### src/rtl/spi_byte_master.sv
module spi_byte_master #(
  parameter int PRE_LO = 16,
  parameter int PRE_HI = 128,
  parameter int AW     = 5
) (
  input  logic          clk,
  input  logic          rst_n,
  input  logic          wr_en,
  input  logic          rd_en,
  input  logic [AW-1:0] addr,
  input  logic [31:0]   wdata,
  output logic [31:0]   rdata,
  output logic          sclk,
  output logic          mosi,
  input  logic          miso,
  output logic          cs_n
);
  localparam int HALF_W = $clog2(PRE_HI * 32) + 1;
  localparam logic [AW-1:0] A_CTRL  = AW'(0);
  localparam logic [AW-1:0] A_STAT  = AW'(4);
  localparam logic [AW-1:0] A_SYS   = AW'(8);
  localparam logic [AW-1:0] A_TX    = AW'(12);
  localparam logic [AW-1:0] A_RX    = AW'(16);
  localparam logic [AW-1:0] A_CTRL2 = AW'(20);

  logic [7:0] ctrl, sysctl, ctrl2, txbuf, rxbuf, txsh, rxsh;
  logic busy, rx_full, ph, mosi_q;
  logic [3:0] edg;
  logic [HALF_W-1:0] half_q, cnt, half_next;

  assign half_next = HALF_W'(ctrl[5] ? PRE_HI : PRE_LO) * HALF_W'({1'b0, ctrl[4:0]} + 6'd1);

  wire cpha  = ctrl[7];
  wire wr_tx = wr_en && addr == A_TX && !busy;
  wire tick  = busy && cnt == half_q - HALF_W'(1);
  wire smp   = tick && (edg[0] == cpha);
  wire shf   = tick && (edg[0] != cpha) && !(!cpha && edg == 4'd15);
  wire last  = tick && edg == 4'd15;
  wire [7:0] rx_next = {rxsh[6:0], miso};

  always_ff @(posedge clk or negedge rst_n) begin
    if (!rst_n) begin
      ctrl <= '0; sysctl <= 8'h40; ctrl2 <= '0;
      txbuf <= '0; rxbuf <= '0; txsh <= '0; rxsh <= '0;
      busy <= 1'b0; rx_full <= 1'b0; ph <= 1'b0; mosi_q <= 1'b0;
      edg <= '0; cnt <= '0; half_q <= '0;
    end else begin
      if (wr_en && addr == A_CTRL)  ctrl   <= wdata[7:0];
      if (wr_en && addr == A_SYS)   sysctl <= wdata[7:0];
      if (wr_en && addr == A_CTRL2) ctrl2  <= wdata[7:0];
      if (wr_tx) begin
        txbuf  <= wdata[7:0];
        busy   <= 1'b1;
        cnt    <= '0;
        edg    <= '0;
        ph     <= 1'b0;
        half_q <= half_next;
        if (!cpha) begin
          mosi_q <= wdata[7];
          txsh   <= {wdata[6:0], 1'b0};
        end else begin
          txsh   <= wdata[7:0];
        end
      end else if (busy) begin
        cnt <= tick ? '0 : cnt + HALF_W'(1);
        if (tick) begin
          ph  <= ~ph;
          edg <= edg + 4'd1;
        end
        if (smp) rxsh <= rx_next;
        if (shf) begin
          mosi_q <= txsh[7];
          txsh   <= {txsh[6:0], 1'b0};
        end
        if (last) begin
          busy  <= 1'b0;
          rxbuf <= smp ? rx_next : rxsh;
        end
      end
      if (last)
        rx_full <= 1'b1;
      else if ((rd_en && addr == A_RX) || (wr_en && addr == A_STAT && !wdata[2]))
        rx_full <= 1'b0;
    end
  end

  always_comb begin
    rdata = '0;
    case (addr)
      A_CTRL:  rdata = {24'b0, ctrl};
      A_STAT:  rdata = {29'b0, rx_full, 1'b0, busy};
      A_SYS:   rdata = {24'b0, sysctl};
      A_TX:    rdata = {24'b0, txbuf};
      A_RX:    rdata = {24'b0, rxbuf};
      A_CTRL2: rdata = {24'b0, ctrl2};
      default: rdata = '0;
    endcase
  end

  assign sclk = ctrl[6] ^ ph;
  assign mosi = mosi_q;
  assign cs_n = sysctl[6];
endmodule

### config.mk
export PLATFORM = sky130hd
export DESIGN_NAME = spi_byte_master
export DESIGN_NICKNAME = d
export VERILOG_FILES = /design/src/rtl/spi_byte_master.sv
export SDC_FILE = /design/constraint.sdc
export NUM_CORES = 1
export LEC_CHECK = 0
export ABC_AREA = 1
export BUFFER_PORTS_ARGS = -buffer_cell sky130_fd_sc_hd__buf_4
export CAP_MARGIN = 20
export CELL_PAD_IN_SITES_DETAIL_PLACEMENT = 1
export CELL_PAD_IN_SITES_GLOBAL_PLACEMENT = 1
export CORE_AREA = 8 8 117 119
export CTS_CLUSTER_DIAMETER = 60
export CTS_CLUSTER_SIZE = 30
export DETAILED_ROUTE_END_ITERATION = 12
export DIE_AREA = 0 0 125 127
export PLACE_DENSITY_LB_ADDON = 0.1
export SLEW_MARGIN = 0
export SYNTH_ARGS = -nofsm -noshare
export SYNTH_HDL_FRONTEND = slang
export SYNTH_SLANG_ARGS = --single-unit
export TNS_END_PERCENT = 20
### constraint.sdc
create_clock -name clk -period 2.9 [get_ports clk]
set_input_delay 0.29 -clock clk [delete_from_list [all_inputs] [get_ports clk]]
set_output_delay 0.29 -clock clk [all_outputs]
set_load 0.02 [all_outputs]
==> summary.txt <==
run status -> finished, final reports clean
time the final worst path needs with I/O delays and setup -> 2350 ps
static power due to leakage -> 2.67 nW
I/O Buffers -> 28
share of flip-flops with an asynchronous set or reset after synthesis -> 100%
CP max FO -> 6
number of filler cells placed in the layout -> 1481
count of unique library cells instantiated by Yosys -> 39
Reg clk slew, reported paths -> 60 ps
first-pass GRT wire length -> 21700 um
Syn Std Cell Area -> 4840 um^2
top cells by area in the synthesized netlist -> dfrtp_1 44%, nand2_1 13%, o21ai_0 6.4%, nand3_1 4.6%, inv_1 4.5%
Seq cells post-synth -> 86
Final nets -> 699
routed len/inst -> 16.0 um
# IOs -> 77
post-layout instance area -> 5430 um^2
clock latency of the later-clocked register in the worst-skew pair -> 350 ps
final cycle utilization of the critical path -> 81.0%
critical register-to-register path startpoint -> ctrl[0]$_DFFE_PN0P_
cell with the most instances after synthesis -> nand2_1
floorplan die width -> 125 um
maximum number of pins on one net before global-route repair -> 87
Compound-Gate Fraction of Synth Area -> 10.4%
CTS sink count -> 86
Mean Syn Cell Area -> 7.89 um^2
sequential cell area fraction in the yosys report -> 44.5%
first-pass iteration count of the detailed router -> 4
vias post-DR -> 4018
total power per unit cell area -> 519 nW/um^2
number of buffers added by the clock tree synthesis step -> 9
CP Capture Type -> flip-flop
xor/xnor share of the synthesized area -> 3.60%
buffer cell driving the clock tree root -> clkbuf_16
transition time of the tightest slew-check pin -> 645 ps
clock tree from TritonCTS -> done
number of H-tree levels -> 3
worst setup path class -> reg -> reg
post_cts resized -> 0
count of flip-flops with a built-in enable after synthesis -> 0
Hold Violations, Final -> 0
worst hold path stage count -> 3
Slew Viols, Final -> 0
largest clock skew in the final design -> 8.55 ps
combinational family with the most area after synthesis -> simple AND/OR/NAND/NOR gates
R2R Setup Slk -> 550 ps
post-route DRC violation count -> 0
unrepaired setup endpoints after global routing -> no
Avg Vias per Cell -> 5.04
Reg2Reg Capture Point -> half_q[11]$_DFFE_PN0P_
growth of design area from synthesis to finish -> 12.2%
Synth Warn # -> 0
sink of the worst hold path -> rxsh[0]$_DFFE_PN0P_
area enclosed by the die boundary -> 15900 um^2
RD Place Congestion -> 0.767
hold path start -> miso
simple logic cell fraction of the synthesized area -> 27.8%
Worst Path Required -> 3160 ps
cells on worst reg2reg path -> 9
maximum capacitance violations -> 0
via count of the first global-routing pass -> 4291
CP startpoint kind -> flip-flop
signal arrival time at the worst endpoint -> 2610 ps
floorplan row count -> 40
wire length reported by the detailed router -> 12700 um
effective utilization at floorplan -> 41.0%
HP Class -> in -> reg
accumulated negative setup slack -> 0 ps
DP Area -> 5120 um^2
Iteration-0 DRC Markers -> 175
relative slew slack -> 56.6%
fraction of synthesized area in multiplexers -> 0%
Antenna diodes -> 0
Final Setup Violations -> 0
Routed Antenna Nets -> 0
area of the core -> 11800 um^2
non-filler instance count after layout -> 797
GRT Util Overall -> 17.0%
placed cells -> 780
most instantiated cells after synthesis -> 167 x nand2_1, 85 x dfrtp_1, 62 x o21ai_0, 58 x inv_1, 57 x nor2_1
maximum buffer depth of the clock tree -> 2
post-synthesis adder-cell area fraction -> 3.26%
overflow left after global routing -> 0
library cell with the largest summed area after synthesis -> dfrtp_1
worst vdd ir -> 0.298 mV
instance count of the mapped netlist -> 613
Die Y -> 127 um
maximum frequency from static timing analysis -> 426 MHz
antenna violations before repair -> 0
most used flip-flop cell after synthesis -> dfrtp_1
post-DP HPWL -> 9470 um
area share of the largest cell type after synthesis -> 44.0%
share of final-layout standard cells stronger than drive strength 1 -> 12.0%
metrics by stage:
| stage | util [%] | setup WS (ps) | hold slack, ps | power (mW) |
|---|---|---|---|---|
| 2_1_floorplan | - | 812 | -5.59 | 1.55 |
| 3_3_place_gp | 43.3 | 600 | 371 | 1.64 |
| 3_5_place_dp | 43.3 | 492 | 370 | 1.65 |
| 4_1_cts | 45.9 | 502 | 191 | 2.85 |
| 5_1_grt | 45.9 | 278 | 228 | 2.94 |
| 6_report | 45.9 | 550 | 199 | 2.82 |
critical path, cell delays in order (launching register included):
cell and delay, ps:
dfrtp_1 460, ha_1 260, nand3_1 110, xor2_1 190, o21ai_0 120, ha_1 230
ha_1 210, fa_1 390, xnor2_1 130, o21ai_0 160
flip-flops by register name, indices dropped and copies added (netlist names):
name,count
ctrl2,8
edg,4
busy,1
half_q,9
ctrl,8
rxbuf,8
txbuf,8
rxsh,8
mosi,1
ph,1
sysctl,8
txsh,8
rx_full,1
cnt,13
area by class of cell:
type | count | area, um^2 | share of cell area [%]
inverters | 66 | 248 | 4.57
clock buffers | 12 | 246 | 4.54
clock inverters | 4 | 52.6 | 0.969
multi-input cells | 449 | 2280 | 42.0
flip-flops and latches | 86 | 2150 | 39.7
repair buffers | 33 | 263 | 4.84
well taps | 147 | 184 | 3.39
how the worst max path moves through the flow:
stage / start / end / slack [ps] / cells past startpoint
after global routing: half_q[4]$_DFFE_PN0P_ / txsh[5]$_DFFE_PN0P_ / 280 / 14
after detailed placement: half_q[4]$_DFFE_PN0P_ / txsh[0]$_DFFE_PN0P_ / 490 / 13
after global placement: ctrl[0]$_DFFE_PN0P_ / half_q[11]$_DFFE_PN0P_ / 600 / 9
after CTS: half_q[4]$_DFFE_PN0P_ / txsh[0]$_DFFE_PN0P_ / 500 / 13
final: ctrl[0]$_DFFE_PN0P_ / half_q[11]$_DFFE_PN0P_ / 550 / 9
after floorplan: ctrl[0]$_DFFE_PN0P_ / half_q[11]$_DFFE_PN0P_ / 810 / 9
timing repair:
action / in CTS / in global routing
endpoints found under the hold margin: 11 / 0
setup buffers: 0 / 0
hold buffers: 1 / 0
cell families after synthesis:
| group | after synthesis |
|---|---|
| other cells | 1 |
| fa+ha+maj | 12 |
| xor+xnor | 19 |
| buf+inv | 103 |
| flops | 86 |
| compound gates | 89 |
| simple gates | 303 |
cells in the final DEF (no fill, tap or decap), types with 4 or more instances in the layout:
| cell type | Yosys | layout |
|---|---|---|
| nand2_1 | 167 | 167 |
| dfrtp_1 | 85 | 85 |
| o21ai_0 | 62 | 62 |
| inv_1 | 58 | 58 |
| nor2_1 | 57 | 57 |
| nand3_1 | 44 | 44 |
| buf_4 | 25 | 31 |
| conb_1 | 1 | 26 |
| ha_1 | 11 | 11 |
| xor2_1 | 10 | 10 |
| nor2_2 | 9 | 9 |
| clkbuf_16 | 0 | 9 |
| a221oi_1 | 8 | 8 |
| xnor2_1 | 8 | 8 |
| inv_2 | 7 | 7 |
| o22ai_1 | 7 | 7 |
| nand4_1 | 6 | 6 |
| o21bai_1 | 6 | 6 |
| nand3_2 | 4 | 4 |
where the power goes:
part	internal, mW	switching [mW]	total [mW]
logic	0.0981	0.183	0.281
clock network	0.697	0.488	1.18
registers	1.27	0.0797	1.35
per-layer routing:
layer  GRT usage (%)  wire (um)  up-vias
met1            21.4       5990     1964
met4            6.66        206        0
met2            28.4       6220       47
li1                -          -     1993
met3            3.12        333       14
met5               0          0        -
Power figures use the tool's default switching activity.
